## src/rtl/irq_mod_pkg.sv

```systemverilog
package irq_mod_pkg;
  localparam int TICK_US = 8;
  localparam int RESEND_CLR_BIT = 29;

  typedef struct packed {
    logic attrWe;
    logic resendClr;
  } vecStb_t;
endpackage

```

## src/rtl/irq_mod_ctrl.sv

```systemverilog
module irq_mod_ctrl
  import irq_mod_pkg::*;
#(
  parameter int NUM_VEC = 4,
  parameter int ADDR_W = 8,
  parameter int TICK_CYC = 400,
  parameter int VIDX_W = 2
) (
  input  logic                 clk,
  input  logic                 rstN,
  input  logic                 regWe,
  input  logic [ADDR_W-1:0]    regAddr,
  input  logic [31:0]          regWdata,
  output logic                 tick,
  output vecStb_t              stb [NUM_VEC],
  output logic                 rdHit,
  output logic [VIDX_W-1:0]    rdIdx
);
  localparam int IDX_W = ADDR_W - 3;
  localparam int PRE_W = (TICK_CYC > 1) ? $clog2(TICK_CYC) : 1;

  logic [PRE_W-1:0] preCnt;
  logic [IDX_W-1:0] idx;
  logic inRange, isCnt;

  // free-running 8 us tick source
  always_ff @(posedge clk) begin
    if (!rstN) preCnt <= '0;
    else if (preCnt == PRE_W'(TICK_CYC - 1)) preCnt <= '0;
    else preCnt <= preCnt + 1'b1;
  end
  assign tick = (preCnt == PRE_W'(TICK_CYC - 1));

  assign idx = regAddr[ADDR_W-1:3];
  assign inRange = (idx < IDX_W'(NUM_VEC));
  assign isCnt = regAddr[2];

  for (genvar v = 0; v < NUM_VEC; v++) begin : g_dec
    logic hit;
    assign hit = regWe && inRange && (idx == IDX_W'(v));
    assign stb[v].attrWe = hit && !isCnt;
    assign stb[v].resendClr = hit && isCnt && regWdata[RESEND_CLR_BIT];
  end

  assign rdHit = inRange && !isCnt;
  assign rdIdx = idx[VIDX_W-1:0];
endmodule

```

## src/rtl/irq_mod_datapath.sv

```systemverilog
module irq_mod_datapath
  import irq_mod_pkg::*;
#(
  parameter int NUM_VEC = 4,
  parameter int VIDX_W = 2
) (
  input  logic               clk,
  input  logic               rstN,
  input  logic               tick,
  input  vecStb_t            stb [NUM_VEC],
  input  logic [31:0]        wdata,
  input  logic [NUM_VEC-1:0] evIn,
  input  logic [NUM_VEC-1:0] ackIn,
  input  logic               rdHit,
  input  logic [VIDX_W-1:0]  rdIdx,
  output logic [NUM_VEC-1:0] irqMsg,
  output logic [NUM_VEC-1:0] irqPend,
  output logic [31:0]        rdData
);
  localparam int PEND_W = 12;

  logic [NUM_VEC-1:0][31:0] attrAll;

  for (genvar v = 0; v < NUM_VEC; v++) begin : g_vec
    logic [31:0] attr;
    logic [PEND_W-1:0] pend;
    logic [7:0] waitCnt, periodCnt, limit, coal, coalEff;
    logic [2:0] resendCnt, resendLim;
    logic busy, msgR, limHit, fire, reFire, periodEnd;

    assign limit = attr[7:0];
    assign coal = attr[15:8];
    assign resendLim = attr[31:29];
    assign coalEff = (coal == 8'd0) ? 8'd1 : coal;

    assign limHit = (limit != 8'd0) && (pend >= {1'b0, limit, 3'b000});
    assign fire = !busy && (pend != '0) && (limHit || (waitCnt >= coal));
    assign reFire = busy && !ackIn[v] && (resendLim != 3'd0) && (resendCnt >= resendLim);
    assign periodEnd = ({1'b0, periodCnt} + 9'd1) >= {1'b0, coalEff};

    always_ff @(posedge clk) begin
      if (!rstN) begin
        attr <= '0;
        pend <= '0;
        waitCnt <= '0;
        periodCnt <= '0;
        resendCnt <= '0;
        busy <= 1'b0;
        msgR <= 1'b0;
      end else begin
        if (stb[v].attrWe) attr <= wdata;
        msgR <= fire || reFire;

        if (fire) pend <= {{(PEND_W-1){1'b0}}, evIn[v]};
        else if (pend != {PEND_W{1'b1}}) pend <= pend + {{(PEND_W-1){1'b0}}, evIn[v]};

        if (fire || busy || pend == '0) waitCnt <= '0;
        else if (tick && waitCnt != 8'hFF) waitCnt <= waitCnt + 8'd1;

        if (fire) busy <= 1'b1;
        else if (ackIn[v]) busy <= 1'b0;

        if (fire || !busy || ackIn[v] || stb[v].resendClr || reFire) begin
          periodCnt <= '0;
          resendCnt <= '0;
        end else if (tick) begin
          if (periodEnd) begin
            periodCnt <= '0;
            if (resendCnt != 3'd7) resendCnt <= resendCnt + 3'd1;
          end else begin
            periodCnt <= periodCnt + 8'd1;
          end
        end
      end
    end

    assign irqMsg[v] = msgR;
    assign irqPend[v] = busy;
    assign attrAll[v] = attr;
  end

  assign rdData = rdHit ? attrAll[rdIdx] : 32'd0;
endmodule

```

## src/rtl/irq_moderator.sv

```systemverilog
module irq_moderator
  import irq_mod_pkg::*;
#(
  parameter int NUM_VEC = 4,
  parameter int ADDR_W = 8,
  parameter int CLK_HZ = 50_000_000
) (
  input  logic               clk,
  input  logic               rstN,
  input  logic               regWe,
  input  logic [ADDR_W-1:0]  regAddr,
  input  logic [31:0]        regWdata,
  output logic [31:0]        regRdata,
  input  logic [NUM_VEC-1:0] evIn,
  input  logic [NUM_VEC-1:0] ackIn,
  output logic [NUM_VEC-1:0] irqMsg,
  output logic [NUM_VEC-1:0] irqPend
);
  localparam int TICK_CYC = (CLK_HZ / 1_000_000) * TICK_US;
  localparam int VIDX_W = (NUM_VEC > 1) ? $clog2(NUM_VEC) : 1;

  vecStb_t stb [NUM_VEC];
  logic tick, rdHit;
  logic [VIDX_W-1:0] rdIdx;

  irq_mod_ctrl #(.NUM_VEC(NUM_VEC), .ADDR_W(ADDR_W), .TICK_CYC(TICK_CYC), .VIDX_W(VIDX_W)) i_ctrl (
    .clk(clk), .rstN(rstN), .regWe(regWe), .regAddr(regAddr), .regWdata(regWdata),
    .tick(tick), .stb(stb), .rdHit(rdHit), .rdIdx(rdIdx)
  );

  irq_mod_datapath #(.NUM_VEC(NUM_VEC), .VIDX_W(VIDX_W)) i_dp (
    .clk(clk), .rstN(rstN), .tick(tick), .stb(stb), .wdata(regWdata),
    .evIn(evIn), .ackIn(ackIn), .rdHit(rdHit), .rdIdx(rdIdx),
    .irqMsg(irqMsg), .irqPend(irqPend), .rdData(regRdata)
  );
endmodule

```

## config.mk

```make
export PLATFORM = sky130hd
export DESIGN_NAME = irq_moderator
export DESIGN_NICKNAME = d
export VERILOG_FILES = /design/src/rtl/irq_mod_pkg.sv /design/src/rtl/irq_mod_ctrl.sv /design/src/rtl/irq_mod_datapath.sv /design/src/rtl/irq_moderator.sv
export SDC_FILE = /design/constraint.sdc
export NUM_CORES = 1
export LEC_CHECK = 0
export ABC_AREA = 1
export BUFFER_PORTS_ARGS = -buffer_cell sky130_fd_sc_hd__buf_2
export CAP_MARGIN = 20
export CORE_MARGIN = 2
export CORE_UTILIZATION = 52
export CTS_BUF_LIST = sky130_fd_sc_hd__clkbuf_16
export DETAILED_ROUTE_END_ITERATION = 12
export GPL_ROUTABILITY_DRIVEN = 0
export PLACE_DENSITY = 0.76
export SYNTH_ARGS = -nofsm -noshare
export SYNTH_HDL_FRONTEND = slang
export SYNTH_SLANG_ARGS = --single-unit
```

## constraint.sdc

```tcl
create_clock -name clk -period 6.6 [get_ports clk]
set_input_delay 0.99 -clock clk [delete_from_list [all_inputs] [get_ports clk]]
set_output_delay 0.99 -clock clk [all_outputs]
set_load 0.02 [all_outputs]
```

==> impl_metrics.csv <==
group,metric,value,unit
status,status,"finished clean",
grt,antenna_found_initial,1,
sta,tightest_slew,1015,ps
synthesis,yosys.area.top_type,"dfxtp_1",
route,drtAntennaViolNets,0,
sta,maxSlewHeadroom,32.18,%
cts,clk_transition_reported_paths,60,ps
die,core-area,29720,sq um
power,p_leak,6.989,nW
die,dieArea,31740,sq um
synthesis,synthTopCellsByArea,"dfxtp_1 34%, ha_1 11%, nand2_1 8.2%",
cts,cts_buffers,30,
route,drt-total-wl,41720,um
critical_path,critPathKind,"in2out",
critical_path,cp-end-kind,"output port",
synthesis,synth_area_per_cell,7.051,sq um
die,fp-row-count,63,
placement,placed_area,16300,sq um
synthesis,netlist_instances,2237,
sta,tns,0,ps
die,initial_core_util,53.08,%
synthesis,synth_top_area_share,34.14,%
synthesis,yosysWarnings,0,
finish,syn_to_final_growth,9.297,%
placement,dp.cells,2640,
route,wl_per_cell,15.50,um
sta,fin_skew,12.49,ps
finish,final_core_util,58.01,%
synthesis,synth-edff-count,0,
synthesis,synth-seq-cells,269,
critical_path,worstRegToRegCells,14,
cts,worstSkewPairLatency,570,ps
synthesis,yosysUniqueCellTypes,42,
route,via_count,15007,
critical_path,path_max_fanout,20,
finish,drive_gt1_share,8.217,%
placement,place_hpwl,30190,um
synthesis,synth_flop_cell,"dfxtp_1",
grt,grt_max_degree,76,
critical_path,r2r_start,"i_dp.g_vec[3].periodCnt[0]$_SDFFE_PP0P_",
critical_path,arrival,3290,ps
finish,stdcell_count,2692,
sta,finalSetupViolCount,0,
cts,post_cts_resized,0,
cts,htreeDepth,1,
cts,holdBufCountCts,0,
route,drc,0,
cts,post_cts_buffers,0,
sta,fmax,0.2339,GHz
synthesis,async_flop_share,0,%
worst_hold_path,holdCritStartpoint,"i_ctrl.preCnt[0]$_SDFF_PP0_",
cts,cts_tree,"yes",
cts,clockBufferDepth,3,
sta,rsz0062_at_grt,"false",
grt,gr-usage-all-layers,26.12,%
route,drtPass1Iterations,5,
synthesis,synth_nets,2421,
sta,final-max-slew-violation-count,0,
synthesis,ys_seq_area_share,34.14,%
cts,clkSinkCount,269,
critical_path,required,5610,ps
job,maxCapViolCount,0,
power,powerDensity,214.2,nW/um^2
finish,final_nets,2466,
finish,fillerInstances,2771,
die,fp.dieH,178.2,um
sta,hold_viol,0,
route,viasPerCell,5.575,
critical_path,crit_path_start,"regAddr[4]",
grt,grt_pass1_wl,67920,um
grt,grt_pass1_vias,13944,
finish,design_area,17240,sq um
critical_path,start_kind,"primary input",
sta,period_share,64.78,%
power,peakVddDrop,241.5,uV
grt,grt-ovfl-total,0,
synthesis,synth_area,15770,sq um
sta,layout_min_cycle_time,4275,ps
worst_hold_path,hold_path.class,"reg2reg",
die,pin_count,91,
worst_hold_path,hold_depth,1,
placement,placement.io_buffers,88,
route,drt_first_iter_violations,1122,
cts,cts_root_buffer,"clkbuf_16",
die,die_x,178.2,um
[cell type report]
class	instances	area [sq um]	area share, %
antenna	2	5.005	0.02903
inverter	281	1060	6.148
timing repair buffer	94	488.0	2.831
tap	390	488.0	2.831
clock buffer	30	750.7	4.355
clock inverter	20	178.9	1.038
multi-input combinational	1606	8884	51.53
sequential	269	5385	31.24
[state kept, by name, indices dropped and copies added (netlist names)]
signal and flops:
i_dp.g_vec.attr 128, i_dp.g_vec.pend 48, i_dp.g_vec.periodCnt 32, i_dp.g_vec.waitCnt 32, i_dp.g_vec.resendCnt 12, i_ctrl.preCnt 9, i_dp.g_vec.busy 4, i_dp.g_vec.msgR 4
[cell families (layout without fill, tap and decap cells)]
kind of cell               count (synthesis)  after routing  share of synthesized area [%]
and+or+nand+nor                          972            972                          27.21
AOI/OAI and AO/OA                        444            444                          15.40
buffers and inverters                    362            425                          9.535
DFF                                      269            269                          34.14
adders and majority gates                133            133                          10.55
xor gates and xnor gates                  57             57                          3.165
other                                      0              2                              0
[per-layer routing]
layer	vias up	wire [um]	global-route usage, %
met5	-	0	0
met4	0	1645	10.38
met3	105	2734	3.623
met2	470	19760	45.54
met1	6869	17580	32.46
li1	7563	-	-
[final timing paths]
kind	end	slack (ps)
max	regRdata[19]	2320
min	i_ctrl.preCnt[0]$_SDFF_PP0_	450
max reg2reg	i_dp.g_vec[3].periodCnt[0]$_SDFFE_PP0P_	3930
min reg2reg	i_ctrl.preCnt[0]$_SDFF_PP0_	450
[power breakdown]
part | switching [mW] | internal [mW] | leakage, nW
combinational | 0.277 | 0.121 | 4.36
clock | 0.692 | 0.903 | 0.463
sequential | 0.0316 | 1.67 | 2.17
[worst max-delay path, cell delays in order]
cell and delay (ps):
buf_2 380, nand2_1 630, inv_1 680, nand2_1 100, a31oi_1 280, buf_2 220
[per-stage QoR]
stage | power [mW] | worst slack, ps | hold slack, ps
finish | 3.693 | 2325 | 446.2
global route | 3.837 | 2264 | 478.7
CTS | 3.714 | 2409 | 450.5
detailed placement | 2.130 | 2391 | 437.8
global placement | 2.120 | 2413 | 431.7
floorplan | 2.030 | 3435 | 417.9
[synthesized netlist by cell type, types with 2 or more instances]
cell	number
a31oi_1	15
nor3b_1	2
nor4_1	19
dfxtp_1	269
nor2_1	339
ha_1	133
buf_1	3
nand3b_1	14
nand2_1	344
nand3b_2	2
a221oi_1	17
buf_6	10
o21ai_1	4
nor3_1	38
a21oi_1	208
nand3_4	2
nand2_2	6
o22ai_1	19
inv_2	13
nand4_1	60
xnor2_1	13
nor3_2	3
or2_2	8
inv_1	267
and3_1	5
o21a_1	6
o21ai_0	146
xor2_1	44
nor2_2	6
nand3_2	4
o211ai_1	8
a41o_1	4
nand3_1	114
a22oi_1	14
clkbuf_1	38
buf_2	19
a21oi_2	2
buf_4	11
nor2_4	5
[cell usage in the layout, fill, tap and decap left out, drive strengths merged]
cell and n:
o21ai 150, clkbuf 30, nand3b 16, inv 285
o211ai 8, o21a 6, dfxtp 269, a22oi 14
diode 2, o21bai 1, buf 94, a31oi 15
ha 133, or2 8, nor3 41, nor3b 2
a221oi 17, bufinv 2, a41o 4, nor4 20
nand3 120, nor2 350, a21oi 210, o22ai 19
xnor2 13, nand2 350, clkinvlp 3, xor2 44
and3 5, nand4 60, clkinv 11
Power figures use the tool's default switching activity.
